[config.mk]
export PLATFORM = sky130hd
export DESIGN_NAME = conv_fault_seq
export DESIGN_NICKNAME = d
export VERILOG_FILES = /design/src/rtl/fsq_pkg.sv /design/src/rtl/fsq_oc_persist.sv /design/src/rtl/fsq_hiccup_timer.sv /design/src/rtl/fsq_thermal.sv /design/src/rtl/conv_fault_seq.sv
export SDC_FILE = /design/constraint.sdc
export NUM_CORES = 1
export LEC_CHECK = 0
export BUFFER_PORTS_ARGS = -buffer_cell sky130_fd_sc_hd__buf_2
export CAP_MARGIN = 0
export CELL_PAD_IN_SITES_DETAIL_PLACEMENT = 1
export CELL_PAD_IN_SITES_GLOBAL_PLACEMENT = 1
export CORE_MARGIN = 4
export CORE_UTILIZATION = 34
export DETAILED_ROUTE_END_ITERATION = 7
export GPL_ROUTABILITY_DRIVEN = 0
export PLACE_DENSITY = 0.79
export SLEW_MARGIN = 10
export SYNTH_ARGS = -nofsm -noshare
export SYNTH_HDL_FRONTEND = slang
export SYNTH_SLANG_ARGS = --single-unit
[constraint.sdc]
create_clock -name clk -period 1.7 [get_ports clk]
set_input_delay 0.085 -clock clk [delete_from_list [all_inputs] [get_ports clk]]
set_output_delay 0.085 -clock clk [all_outputs]
set_load 0.05 [all_outputs]
[src/rtl/fsq_pkg.sv]
// Package: shared state and fault-cause encodings for the fault sequencer.
// Assumes: fault_code encodings are visible at the top-level port.
package fsq_pkg;

    typedef enum logic [2:0] {
        ST_IDLE    = 3'd0,
        ST_RUN     = 3'd1,
        ST_HICCUP  = 3'd2,
        ST_CROWBAR = 3'd3,
        ST_THERM   = 3'd4
    } seq_state_e;

    typedef enum logic [2:0] {
        FLT_NONE  = 3'd0,
        FLT_OC    = 3'd1,
        FLT_UV    = 3'd2,
        FLT_OV    = 3'd3,
        FLT_THERM = 3'd4
    } fault_e;

endpackage

[src/rtl/fsq_oc_persist.sv]
// Module: counts consecutive switching periods with the current limit tripped.
// Assumes: sw_tick is a one-cycle pulse; counting is only meaningful while
// active is high, and the count clears whenever active is low.
module fsq_oc_persist #(
    parameter int LIMIT = 7
) (
    input  logic clk,
    input  logic rst_n,
    input  logic active,
    input  logic sw_tick,
    input  logic ilim_over,
    output logic trip
);
    localparam int CW = $clog2(LIMIT + 1);
    localparam logic [CW-1:0] LAST = CW'(LIMIT - 1);

    logic [CW-1:0] cnt_q;

    // Trip on the tick that completes the persistence run.
    assign trip = active && sw_tick && ilim_over && (cnt_q == LAST);

    // Advance on tripped ticks, clear on clean ticks or when inactive.
    always_ff @(posedge clk) begin
        if (!rst_n || !active) begin
            cnt_q <= '0;
        end else if (sw_tick) begin
            if (!ilim_over || cnt_q == LAST) begin
                cnt_q <= '0;
            end else begin
                cnt_q <= cnt_q + 1'b1;
            end
        end
    end
endmodule

[src/rtl/fsq_hiccup_timer.sv]
// Module: sequences the blank soft-start cycles of a hiccup.
// Assumes: ss_done pulses once at the end of each charge ramp and once at
// the end of each discharge ramp; a cycle is one charge plus one discharge.
module fsq_hiccup_timer #(
    parameter int CYCLES = 7
) (
    input  logic clk,
    input  logic rst_n,
    input  logic active,
    input  logic ss_done,
    output logic charge,
    output logic done
);
    localparam int CW = $clog2(CYCLES + 1);
    localparam logic [CW-1:0] LAST = CW'(CYCLES - 1);

    logic [CW-1:0] cyc_q;
    logic          charge_q;

    assign charge = charge_q;
    // Done at the end of the discharge ramp of the final cycle.
    assign done   = active && ss_done && !charge_q && (cyc_q == LAST);

    // Alternate charge and discharge, counting completed cycles.
    always_ff @(posedge clk) begin
        if (!rst_n || !active) begin
            cyc_q    <= '0;
            charge_q <= 1'b1;
        end else if (ss_done) begin
            charge_q <= !charge_q;
            if (!charge_q && cyc_q != LAST) begin
                cyc_q <= cyc_q + 1'b1;
            end
        end
    end
endmodule

[src/rtl/fsq_thermal.sv]
// Module: thermal hysteresis latch.
// Assumes: temp_shut and temp_cool come from separate comparators; the
// shutdown flag dominates if both are seen together.
module fsq_thermal (
    input  logic clk,
    input  logic rst_n,
    input  logic temp_shut,
    input  logic temp_cool,
    output logic hot
);
    logic hot_q;

    assign hot = hot_q;

    // Set on shutdown level, clear only once recovery level is reached.
    always_ff @(posedge clk) begin
        if (!rst_n) begin
            hot_q <= 1'b0;
        end else if (temp_shut) begin
            hot_q <= 1'b1;
        end else if (temp_cool) begin
            hot_q <= 1'b0;
        end
    end
endmodule

[src/rtl/conv_fault_seq.sv]
// Module: converter fault supervisor and hiccup sequencer (top).
// Handles overcurrent persistence, hiccup restarts, overvoltage crowbar,
// undervoltage shutdown and thermal stop with hysteresis.
// Assumes: all flag inputs are already synchronous to clk; ticks are
// single-cycle pulses. Outputs decode the registered state only, except
// pg_low which also follows temp_warn directly.
module conv_fault_seq
    import fsq_pkg::*;
#(
    parameter int OC_LIMIT      = 7,
    parameter int HICCUP_CYCLES = 7
) (
    input  logic       clk,
    input  logic       rst_n,
    input  logic       enable,
    input  logic       sw_tick,
    input  logic       ss_done,
    input  logic       ilim_over,
    input  logic       fb_uv,
    input  logic       fb_ov,
    input  logic       temp_warn,
    input  logic       temp_shut,
    input  logic       temp_cool,
    output logic       hs_en,
    output logic       ls_en,
    output logic       sw_en,
    output logic       ss_charge,
    output logic       pg_low,
    output logic [2:0] fault_code
);
    seq_state_e state_q, state_d;
    fault_e     code_q, code_d;

    logic oc_trip;
    logic hic_charge;
    logic hic_done;
    logic hot;

    fsq_oc_persist #(.LIMIT(OC_LIMIT)) u_oc (
        .clk       (clk),
        .rst_n     (rst_n),
        .active    (state_q == ST_RUN),
        .sw_tick   (sw_tick),
        .ilim_over (ilim_over),
        .trip      (oc_trip)
    );

    fsq_hiccup_timer #(.CYCLES(HICCUP_CYCLES)) u_hic (
        .clk     (clk),
        .rst_n   (rst_n),
        .active  (state_q == ST_HICCUP),
        .ss_done (ss_done),
        .charge  (hic_charge),
        .done    (hic_done)
    );

    fsq_thermal u_therm (
        .clk       (clk),
        .rst_n     (rst_n),
        .temp_shut (temp_shut),
        .temp_cool (temp_cool),
        .hot       (hot)
    );

    // Next-state and fault-cause decision, priority thermal > OV > UV > OC.
    always_comb begin
        state_d = state_q;
        code_d  = code_q;
        if (!enable) begin
            state_d = ST_IDLE;
            code_d  = FLT_NONE;
        end else begin
            unique case (state_q)
                ST_IDLE: begin
                    if (hot || temp_shut) begin
                        state_d = ST_THERM;
                        code_d  = FLT_THERM;
                    end else begin
                        state_d = ST_RUN;
                    end
                end
                ST_RUN: begin
                    if (temp_shut) begin
                        state_d = ST_THERM;
                        code_d  = FLT_THERM;
                    end else if (fb_ov) begin
                        state_d = ST_CROWBAR;
                        code_d  = FLT_OV;
                    end else if (fb_uv) begin
                        state_d = ST_HICCUP;
                        code_d  = FLT_UV;
                    end else if (oc_trip) begin
                        state_d = ST_HICCUP;
                        code_d  = FLT_OC;
                    end else if (ss_done) begin
                        code_d  = FLT_NONE;
                    end
                end
                ST_HICCUP: begin
                    if (temp_shut) begin
                        state_d = ST_THERM;
                        code_d  = FLT_THERM;
                    end else if (fb_ov) begin
                        state_d = ST_CROWBAR;
                        code_d  = FLT_OV;
                    end else if (hic_done) begin
                        state_d = ST_RUN;
                    end
                end
                ST_CROWBAR: begin
                    if (temp_shut) begin
                        state_d = ST_THERM;
                        code_d  = FLT_THERM;
                    end else if (fb_uv) begin
                        state_d = ST_HICCUP;
                    end
                end
                ST_THERM: begin
                    if (!hot) begin
                        state_d = ST_RUN;
                    end
                end
                default: begin
                    state_d = ST_IDLE;
                    code_d  = FLT_NONE;
                end
            endcase
        end
    end

    // State and fault-cause registers.
    always_ff @(posedge clk) begin
        if (!rst_n) begin
            state_q <= ST_IDLE;
            code_q  <= FLT_NONE;
        end else begin
            state_q <= state_d;
            code_q  <= code_d;
        end
    end

    // Output decode from the registered state.
    always_comb begin
        hs_en     = 1'b0;
        ls_en     = 1'b0;
        sw_en     = 1'b0;
        ss_charge = 1'b0;
        unique case (state_q)
            ST_RUN: begin
                hs_en     = 1'b1;
                ls_en     = 1'b1;
                sw_en     = 1'b1;
                ss_charge = 1'b1;
            end
            ST_HICCUP:  ss_charge = hic_charge;
            ST_CROWBAR: ls_en     = 1'b1;
            default: ;
        endcase
    end

    // Power-good low on warning, thermal latch, or any non-running state.
    assign pg_low     = temp_warn || hot || (state_q != ST_RUN);
    assign fault_code = code_q;

endmodule

# Yosys cells after proc, flatten, opt, wreduce, memory -nomap -nowiden
# Cells that the tools add are included.
# totals
regBits	14
latchBits	0
ramBits	0
romBits	0
output_inout_bits	8
memories	0
# op_classes
n_addsub	2
mul	0
div_mod_pow	0
magnitude_cmp	0
eq_ne	16
shift	0
muxes	28
n_bitwise	1
n_reduce_logical	25
# ops
cell	count
$mux W3	21
$pmux W3 S5	2
$eq A3 B3 Y1 const B	3
$ne A3 B3 Y1 const B	3
$logic_and A1 B1 Y1	7
$add A3 B1 Y3 const B	2
$eq A3 B2 Y1 const B	2
$logic_or A1 B1 Y1	6
$ne A2 B2 Y1 const B	3
$ne A6 B6 Y1 const B	1
$logic_not A1 Y1	5
$ne A5 B5 Y1 const B	1
$reduce_and A5 Y1	1
$mux W1	4
$ne A4 B4 Y1 const B	1
$reduce_and A2 Y1	2
$reduce_and A4 Y1	1
$eq A3 B1 Y1 const B	1
$logic_not A3 Y1	1
$ne A3 B1 Y1 const B	1
$pmux W1 S2	1
$reduce_bool A2 Y1	1
$reduce_or A2 Y1	1
$not A1 Y1	1

# Longest topological paths before layout
# Gate-level depths: netlist of run 1.
# depth
ltp_word	9
mapped_depth	6

# By module
# Synthesis of run 1 repeated with hierarchy kept, for this count alone.
# unflattened
cells_unflattened	103
area_unflattened_um2	905.9
# modules_own_cells
mod	n_inst	cells_per_inst	area_per_inst_um2
conv_fault_seq	1	57	465.4
fsq_hiccup_timer	1	25	225.2
fsq_oc_persist	1	18	173.9
fsq_thermal	1	3	41.3

# Worst setup path before layout of run 1
# No wires, ideal clock.
# synth_path
path_kind	reg-to-reg
startpoint	register state_q[0]
endpoint	register state_q[0]
setup_ns	0.116
t_arrival_ns	1.935
required_ns	1.584
setup_slack_ns	-0.352
path_stages_with_launch	6
synth_period_minus_slack_ns	2.052
cell_sequence	dfxtp_1 clkbuf_1 nor2b_1 and3_1 nor3_1 a31o_2
# synth_between
elab_chain_len	6
word_cells_on_any_way	17
cone_classes	eq/ne: 8; mux: 1; reduce/logical: 8
# synth_rtl
element	line	text
start: declaration	conv_fault_seq.sv:31	seq_state_e state_q, state_d;
start signal: assignment	conv_fault_seq.sv:137	state_q <= state_d;
$eq A3 B1 Y1 or $eq A3 B2 Y1 (tied branches)	conv_fault_seq.sv:42, conv_fault_seq.sv:73, conv_fault_seq.sv:51	
$logic_and A1 B1 Y1 (on tied branches) (3 in series)	fsq_oc_persist.sv:20, fsq_hiccup_timer.sv:22	
$ne A5 B5 Y1 (no line) or $ne A4 B4 Y1 (tied branches)	n/a	
$reduce_and A4 Y1 (no line)	n/a	
# Parallel ways exist; a longest one is shown, timed or not.
# A chain may end at the register's enable or synchronous reset.

# Final worst setup path of run 1
# layout_path
startpoint	register state_q[2]
endpoint	output port pg_low
# layout_between
elab_chain_len	2
# layout_rtl
element	line	text
$ne A3 B1 Y1	conv_fault_seq.sv:162	assign pg_low = temp_warn || hot || (state_q != ST_RUN);
$logic_or A1 B1 Y1	conv_fault_seq.sv:162	
end: declaration	conv_fault_seq.sv:28	output logic pg_low,
# No other way between the ends.

==> impl_metrics.prom, run 1 <==
# TYPE chip_impl_metric gauge
chip_impl_metric{name="drt_first_iter_violations",unit=""} 6
chip_impl_metric{name="static-leakage-power",unit="nW"} 0.462
chip_impl_metric{name="grt_pass1_wl",unit="um"} 3960
chip_impl_metric{name="synth.avg_cell_area",unit="um2"} 8.00
chip_impl_metric{name="top_level_ports",unit=""} 19
chip_impl_metric{name="clk_pin_slew_worst_paths",unit="ns"} 0.09
chip_impl_metric{name="final_cells",unit=""} 161
chip_impl_metric{name="yosys_warnings",unit=""} 0
chip_impl_info{name="timing.hold.worst.class",value="primary input to flip-flop"} 1
chip_impl_metric{name="cp_max_fo",unit=""} 4
chip_impl_metric{name="finalCritPeriodShare",unit="%"} 96.5
chip_impl_metric{name="drt-pass1-iter-count",unit=""} 4
chip_impl_metric{name="seq_area_frac_synth",unit="%"} 32.1
chip_impl_metric{name="fmax",unit="GHz"} 0.610
chip_impl_metric{name="cts-htree-levels",unit=""} 1
chip_impl_metric{name="post-synth-top-area-fraction",unit="%"} 32.1
chip_impl_metric{name="synth_fp_nets",unit=""} 124
chip_impl_info{name="run_status",value="complete, no violations"} 1
chip_impl_info{name="netlist.top_cell.by_area",value="sky130_fd_sc_hd__dfxtp_1"} 1
chip_impl_metric{name="globalRoute.totalOverflow",unit=""} 0
chip_impl_metric{name="post_route_cells_drive_above_1_share",unit="%"} 29.0
chip_impl_metric{name="drt-wirelength-per-cell",unit="um"} 14.2
chip_impl_metric{name="initial_util",unit="%"} 35.5
chip_impl_metric{name="dieHeight",unit="um"} 58.6
chip_impl_metric{name="synth-async-reset-ratio",unit="%"} 0
chip_impl_metric{name="dr_total_vias",unit=""} 837
chip_impl_metric{name="place.detailed.instances",unit=""} 156
chip_impl_metric{name="report.power.total",unit="mW"} 0.726
chip_impl_metric{name="worstSkewPairLatency",unit="ns"} 0.29
chip_impl_metric{name="synth-edff-count",unit=""} 0
chip_impl_info{name="hp-start",value="temp_cool"} 1
chip_impl_metric{name="final_nets",unit=""} 147
chip_impl_metric{name="netlist_instances",unit=""} 109
chip_impl_metric{name="post_detailed_route_via_to_cell_ratio",unit=""} 5.20
chip_impl_metric{name="post_detailed_placement_cell_area",unit="um2"} 1010
chip_impl_metric{name="synth_area",unit="um2"} 872
chip_impl_metric{name="hpwl",unit="um"} 1830
chip_impl_metric{name="max-slew-margin-rel",unit="%"} 72.0
chip_impl_metric{name="cts_num_sinks",unit=""} 14
chip_impl_metric{name="remaining_antenna_violation_count",unit=""} 0
chip_impl_info{name="critical_path.reg2reg.startpoint",value="u_oc.cnt_q[0]$_SDFFE_PP0P_"} 1
chip_impl_info{name="synth_top_area_cells",value="sky130_fd_sc_hd__dfxtp_1 (32%), sky130_fd_sc_hd__ha_1 (5.7%), sky130_fd_sc_hd__nor2_1 (4.7%)"} 1
chip_impl_metric{name="worst_ir_drop_vdd",unit="mV"} 0.462
chip_impl_info{name="crit_path_start",value="state_q[2]$_SDFFE_PN0P_"} 1
chip_impl_metric{name="ys_types",unit=""} 39
chip_impl_metric{name="drc",unit=""} 0
chip_impl_metric{name="clockBufferDepth",unit=""} 2
chip_impl_metric{name="port_buffers",unit=""} 18
chip_impl_metric{name="rows",unit=""} 18
chip_impl_metric{name="critical_path_arrival",unit="ns"} 1.56
chip_impl_info{name="worstSetupStartpointType",value="flip-flop"} 1
chip_impl_info{name="worst_r2r_endpoint",value="fault_code[0]$_SDFFE_PN0P_"} 1
chip_impl_metric{name="final.setup_skew",unit="ns"} 0.00394
chip_impl_info{name="timing.critical_path.to_type",value="output port"} 1
chip_impl_metric{name="areaGrowthSynthToFinish",unit="%"} 23.1
chip_impl_metric{name="r2r.worst_path.cells",unit=""} 6
chip_impl_metric{name="fp.dieArea",unit="um2"} 3440
chip_impl_metric{name="routed_wl",unit="um"} 2290
chip_impl_info{name="synth_top_flop_cell",value="sky130_fd_sc_hd__dfxtp_1"} 1
chip_impl_metric{name="postCtsHoldBufs",unit=""} 0
chip_impl_info{name="rsz0062_at_grt",value="false"} 1
chip_impl_metric{name="grt.total_usage",unit="%"} 14.9
chip_impl_metric{name="hold_viol_final",unit=""} 0
chip_impl_info{name="cts_root_buffer",value="sky130_fd_sc_hd__clkbuf_4"} 1
chip_impl_metric{name="finalMaxSlewViolations",unit=""} 0
chip_impl_metric{name="cts-buffers-inserted",unit=""} 3
chip_impl_metric{name="setup-tns-final",unit="ns"} 0
chip_impl_info{name="worst-setup-path-type",value="flip-flop to output port"} 1
chip_impl_info{name="worst_setup_path_endpoint",value="pg_low"} 1
chip_impl_metric{name="core",unit="um2"} 2450
chip_impl_metric{name="grt_pass1_vias",unit=""} 932
chip_impl_metric{name="worst_slew_pin_slew",unit="ns"} 0.416
chip_impl_metric{name="required",unit="ns"} 1.62
chip_impl_metric{name="n_antenna_cell",unit=""} 0
chip_impl_metric{name="ff2ff_setup_slack",unit="ns"} 0.06
chip_impl_metric{name="finalInstanceArea",unit="um2"} 1070
chip_impl_metric{name="cap_violations",unit=""} 0
chip_impl_info{name="tritoncts",value="done"} 1
chip_impl_metric{name="powerDensity",unit="nW/um2"} 676
chip_impl_metric{name="antenna_found_initial",unit=""} 0
chip_impl_metric{name="period_needed",unit="ns"} 1.64
chip_impl_metric{name="pin_count_of_the_biggest_net_entering_global_routing",unit=""} 13
chip_impl_metric{name="synth.ff_latch_count",unit=""} 14
chip_impl_metric{name="die_w",unit="um"} 58.6
chip_impl_metric{name="setup-violations-final",unit=""} 0
chip_impl_metric{name="hold-worst-slack",unit="ns"} 0.0600
-- Yosys cell counts (2+ instances only) --
| cell type | count |
|---|---|
| sky130_fd_sc_hd__nand2_1 | 10 |
| sky130_fd_sc_hd__nor3_1 | 6 |
| sky130_fd_sc_hd__o21ai_0 | 4 |
| sky130_fd_sc_hd__inv_1 | 8 |
| sky130_fd_sc_hd__nand2b_1 | 6 |
| sky130_fd_sc_hd__or3_1 | 2 |
| sky130_fd_sc_hd__mux2i_1 | 3 |
| sky130_fd_sc_hd__a21oi_1 | 6 |
| sky130_fd_sc_hd__dfxtp_1 | 14 |
| sky130_fd_sc_hd__a211oi_1 | 3 |
| sky130_fd_sc_hd__ha_1 | 4 |
| sky130_fd_sc_hd__o31ai_1 | 2 |
| sky130_fd_sc_hd__nand3_1 | 2 |
| sky130_fd_sc_hd__clkbuf_1 | 3 |
| sky130_fd_sc_hd__nand3b_1 | 2 |
| sky130_fd_sc_hd__nor2_1 | 11 |
-- logic make-up (layout without fill, tap and decap cells) --
family / after synthesis / after routing / share of synthesized area [%]
buffers and inverters: 13 / 35 / 6.17
and+or+nand+nor: 49 / 49 / 31.0
xor gates and xnor gates: 1 / 1 / 1.00
AOI/OAI and AO/OA: 25 / 25 / 20.5
muxes: 3 / 3 / 3.44
DFF: 14 / 14 / 32.1
adders and majority gates: 4 / 4 / 5.74
-- worst max-delay path, cell delays in order (launching register included) --
cell and delay [ns]:
sky130_fd_sc_hd__dfxtp_1 0.33, sky130_fd_sc_hd__or3b_4 0.42, sky130_fd_sc_hd__or3_1 0.31, sky130_fd_sc_hd__buf_2 0.22
-- flip-flops by register name, summed over array words and instances (netlist names) --
register / cells
fault_code: 3
state_q: 3
u_hic.charge: 1
u_hic.cyc_q: 3
u_oc.cnt_q: 3
u_therm.hot: 1
-- through the flow --
step	util [%]	setup slack (ns)
after detailed placement	41.3	-0.0503
final	43.7	0.0594
after CTS	43.2	0.00769
after global routing	43.7	0.00336
after floorplan	-	0.0278
after global placement	41.3	0.0420
-- cells in the final DEF (no fill, tap or decap), drive strengths merged, types with 2 or more instances in the layout --
| cell | netlist | layout |
|---|---|---|
| or3 | 2 | 2 |
| nand3 | 2 | 2 |
| mux2i | 3 | 3 |
| nand3b | 2 | 2 |
| nand2 | 10 | 10 |
| a211oi | 3 | 3 |
| clkbuf | 3 | 4 |
| nor3 | 6 | 6 |
| nand2b | 6 | 6 |
| a21oi | 6 | 6 |
| a31o | 2 | 2 |
| o211ai | 2 | 2 |
| dfxtp | 14 | 14 |
| o31ai | 2 | 2 |
| o21ai | 4 | 4 |
| ha | 4 | 4 |
| inv | 8 | 8 |
| nor2 | 11 | 11 |
| buf | 2 | 23 |
-- power breakdown --
group	total [mW]	switching, mW	internal (mW)	leakage [nW]
registers	0.339	0.00485	0.335	0.115
logic	0.137	0.0871	0.0501	0.326
clock network	0.249	0.118	0.130	0.0210
-- cell type report --
cell class	count	area, um2
fill	316	1380
tap	30	37.5
inverter	8	30.0
sequential	14	283
timing repair buffer	23	128
multi-input combinational	82	559
clock buffer	4	36.3
-- repair_timing --
action | CTS | global route
pin swaps | 2 | 2
gates resized for setup | 2 | 4
endpoints found under the setup margin | 4 | 3
buffers inserted | 0 | 1
-- how the worst min path moves through the flow --
stage | to | slack, ns | cells past startpoint
detailed placement | u_therm.hot$_SDFFE_PN0P_ | 0.37 | 3
global placement | u_therm.hot$_SDFFE_PN0P_ | 0.36 | 3
global route | u_therm.hot$_SDFFE_PN0P_ | 0.07 | 3
CTS | u_therm.hot$_SDFFE_PN0P_ | 0.06 | 3
floorplan | state_q[2]$_SDFFE_PN0P_ | 0.22 | 2
finish | u_therm.hot$_SDFFE_PN0P_ | 0.06 | 3
-- routing by layer --
layer,wire length (um),track usage [%],vias up
li1,-,-,429
met3,91,1.97,2
met2,1070,26.6,16
met1,1100,18.4,390
met5,0,0,-
met4,22,4.85,0
Power figures use the tool's default switching activity.
==> run 2: changes to the inputs <==
--- a/config.mk
+++ b/config.mk
@@ -10,10 +10,10 @@
 export CELL_PAD_IN_SITES_DETAIL_PLACEMENT = 1
 export CELL_PAD_IN_SITES_GLOBAL_PLACEMENT = 1
 export CORE_MARGIN = 4
-export CORE_UTILIZATION = 34
+export CORE_UTILIZATION = 41
 export DETAILED_ROUTE_END_ITERATION = 7
 export GPL_ROUTABILITY_DRIVEN = 0
-export PLACE_DENSITY = 0.79
+export PLACE_DENSITY = 0.88
 export SLEW_MARGIN = 10
 export SYNTH_ARGS = -nofsm -noshare
 export SYNTH_HDL_FRONTEND = slang
==> constraint.sdc (replaced) <==
create_clock -name clk -period 2 [get_ports clk]
set_input_delay 0.1 -clock clk [delete_from_list [all_inputs] [get_ports clk]]
set_output_delay 0.1 -clock clk [all_outputs]
set_load 0.05 [all_outputs]
==> impl_metrics.prom, run 2 (same netlist as run 1, synthesis figures left out) <==
# TYPE chip_impl_metric gauge
chip_impl_metric{name="drc",unit=""} 0
chip_impl_metric{name="fmax",unit="GHz"} 0.576
chip_impl_metric{name="dieHeight",unit="um"} 54.1
chip_impl_metric{name="setup-tns-final",unit="ns"} 0
chip_impl_metric{name="core",unit="um2"} 1980
chip_impl_info{name="cts_root_buffer",value="sky130_fd_sc_hd__clkbuf_4"} 1
chip_impl_metric{name="grt.total_usage",unit="%"} 17.7
chip_impl_metric{name="grt_pass1_vias",unit=""} 831
chip_impl_metric{name="post_route_cells_drive_above_1_share",unit="%"} 24.0
chip_impl_metric{name="globalRoute.totalOverflow",unit=""} 0
chip_impl_metric{name="fp.dieArea",unit="um2"} 2930
chip_impl_metric{name="grt_pass1_wl",unit="um"} 3750
chip_impl_metric{name="max-slew-margin-rel",unit="%"} 72.7
chip_impl_metric{name="cts-buffers-inserted",unit=""} 3
chip_impl_metric{name="initial_util",unit="%"} 44.0
chip_impl_info{name="run_status",value="complete, no violations"} 1
chip_impl_metric{name="rows",unit=""} 16
chip_impl_metric{name="antenna_found_initial",unit=""} 0
chip_impl_metric{name="final.setup_skew",unit="ns"} 0.00468
chip_impl_metric{name="cap_violations",unit=""} 0
chip_impl_metric{name="postCtsHoldBufs",unit=""} 0
chip_impl_info{name="timing.critical_path.to_type",value="flip-flop"} 1
chip_impl_metric{name="clockBufferDepth",unit=""} 2
chip_impl_metric{name="dr_total_vias",unit=""} 875
chip_impl_metric{name="post_detailed_route_via_to_cell_ratio",unit=""} 5.61
chip_impl_metric{name="final_nets",unit=""} 145
chip_impl_metric{name="post_detailed_placement_cell_area",unit="um2"} 997
chip_impl_metric{name="cts-htree-levels",unit=""} 1
chip_impl_metric{name="routed_wl",unit="um"} 2200
chip_impl_metric{name="worst_slack",unit="ns"} 0.264
chip_impl_metric{name="period_needed",unit="ns"} 1.74
chip_impl_metric{name="r2r.worst_path.cells",unit=""} 6
chip_impl_info{name="worst-setup-path-type",value="flip-flop to flip-flop"} 1
chip_impl_metric{name="powerDensity",unit="nW/um2"} 593
chip_impl_metric{name="remaining_antenna_violation_count",unit=""} 0
chip_impl_metric{name="finalInstanceArea",unit="um2"} 1030
chip_impl_metric{name="postCtsSetupRepairBufs",unit=""} 0
chip_impl_metric{name="n_antenna_cell",unit=""} 0
chip_impl_metric{name="required",unit="ns"} 2.23
chip_impl_metric{name="drt-wirelength-per-cell",unit="um"} 14.1
chip_impl_metric{name="static-leakage-power",unit="nW"} 0.450
chip_impl_metric{name="ctsResizeCount",unit=""} 0
chip_impl_metric{name="whs_path_depth",unit=""} 3
chip_impl_metric{name="drt-pass1-iter-count",unit=""} 4
chip_impl_metric{name="worstSkewPairLatency",unit="ns"} 0.29
chip_impl_metric{name="layout.filler_cells",unit=""} 262
chip_impl_info{name="tritoncts",value="done"} 1
chip_impl_metric{name="cp_max_fo",unit=""} 3
chip_impl_metric{name="worst_slew_pin_slew",unit="ns"} 0.407
chip_impl_metric{name="finalCritPeriodShare",unit="%"} 86.8
chip_impl_metric{name="top_level_ports",unit=""} 19
chip_impl_info{name="layout_commonest_cell",value="sky130_fd_sc_hd__buf_2"} 1
chip_impl_metric{name="setup-violations-final",unit=""} 0
chip_impl_metric{name="areaGrowthSynthToFinish",unit="%"} 18.5
chip_impl_metric{name="port_buffers",unit=""} 18
chip_impl_metric{name="finalMaxSlewViolations",unit=""} 0
chip_impl_info{name="timing.hold.worst.class",value="primary input to flip-flop"} 1
chip_impl_info{name="rsz0062_at_grt",value="false"} 1
chip_impl_metric{name="post-place-ws",unit="ns"} 0.269
chip_impl_metric{name="drt_first_iter_violations",unit=""} 8
chip_impl_metric{name="critical_path_arrival",unit="ns"} 1.97
chip_impl_metric{name="hold_viol_final",unit=""} 0
chip_impl_metric{name="worst_ir_drop_vdd",unit="mV"} 0.310
chip_impl_metric{name="clk_pin_slew_worst_paths",unit="ns"} 0.09
chip_impl_metric{name="pin_count_of_the_biggest_net_entering_global_routing",unit=""} 13
chip_impl_metric{name="die_w",unit="um"} 54.1
chip_impl_info{name="layout.cells.most_common_list",value="sky130_fd_sc_hd__buf_2 (18), sky130_fd_sc_hd__dfxtp_1 (14), sky130_fd_sc_hd__nor2_1 (11), sky130_fd_sc_hd__nand2_1 (10), sky130_fd_sc_hd__inv_1 (8)"} 1
chip_impl_info{name="worstSetupStartpointType",value="flip-flop"} 1
chip_impl_metric{name="hpwl",unit="um"} 1780
chip_impl_metric{name="cts_num_sinks",unit=""} 14
[run 2: changes by cell type in the layout (fill, tap and decap cells not counted), sizes merged]
cell and change:
buf -2
[run 2: critical path, cell delays in order (launching register included)]
cell,delay (ns)
sky130_fd_sc_hd__dfxtp_1,0.35
sky130_fd_sc_hd__inv_1,0.07
sky130_fd_sc_hd__ha_1,0.20
sky130_fd_sc_hd__and4_1,0.24
sky130_fd_sc_hd__or4_4,0.48
sky130_fd_sc_hd__o211ai_2,0.12
sky130_fd_sc_hd__mux2i_1,0.20
[run 2: worst paths after layout]
| kind | startpoint | endpoint | slack (ns) |
|---|---|---|---|
| worst min register to register | fault_code[0]$_SDFFE_PN0P_ | fault_code[0]$_SDFFE_PN0P_ | 0.47 |
| worst max register to register | u_oc.cnt_q[0]$_SDFFE_PP0P_ | fault_code[0]$_SDFFE_PN0P_ | 0.26 |
| worst max-delay path | u_oc.cnt_q[0]$_SDFFE_PP0P_ | fault_code[0]$_SDFFE_PN0P_ | 0.26 |
| worst min-delay path | temp_cool | u_therm.hot$_SDFFE_PN0P_ | 0.08 |
[run 2: cell type report]
type	instances	area [um2]	area share, %
Multi-Input combinational cell	82	541	52.3
Sequential cell	14	280	27.1
Timing Repair Buffer	21	113	10.9
Clock buffer	4	36.3	3.51
Tap cell	27	33.8	3.27
Inverter	8	30.0	2.91
[run 2: per-stage QoR]
step	hold WS (ns)	instances	total power, mW	util, %
2_1_floorplan	0.240	109	0.369	-
3_3_place_gp	0.370	152	0.401	50.3
3_5_place_dp	0.390	152	0.404	50.3
4_1_cts	0.0755	156	0.621	52.1
5_1_grt	0.114	156	0.647	52.1
6_report	0.0769	156	0.613	52.1
[run 2: report_power, final]
| group | switching (mW) | internal (mW) | leakage, nW | total [mW] |
|---|---|---|---|---|
| sequential | 0.00354 | 0.284 | 0.114 | 0.288 |
| combinational | 0.0715 | 0.0386 | 0.316 | 0.110 |
| clock | 0.104 | 0.111 | 0.0210 | 0.215 |
[run 2: per-layer routing]
layer	up-vias	routed length [um]	part of all wire, %	GRT usage [%]
met1	419	921	42	22.1
met2	19	1130	51	29.5
met5	-	0	0	0
met4	0	38	1.7	5.81
li1	432	-	-	-
met3	5	109	5.0	4.43
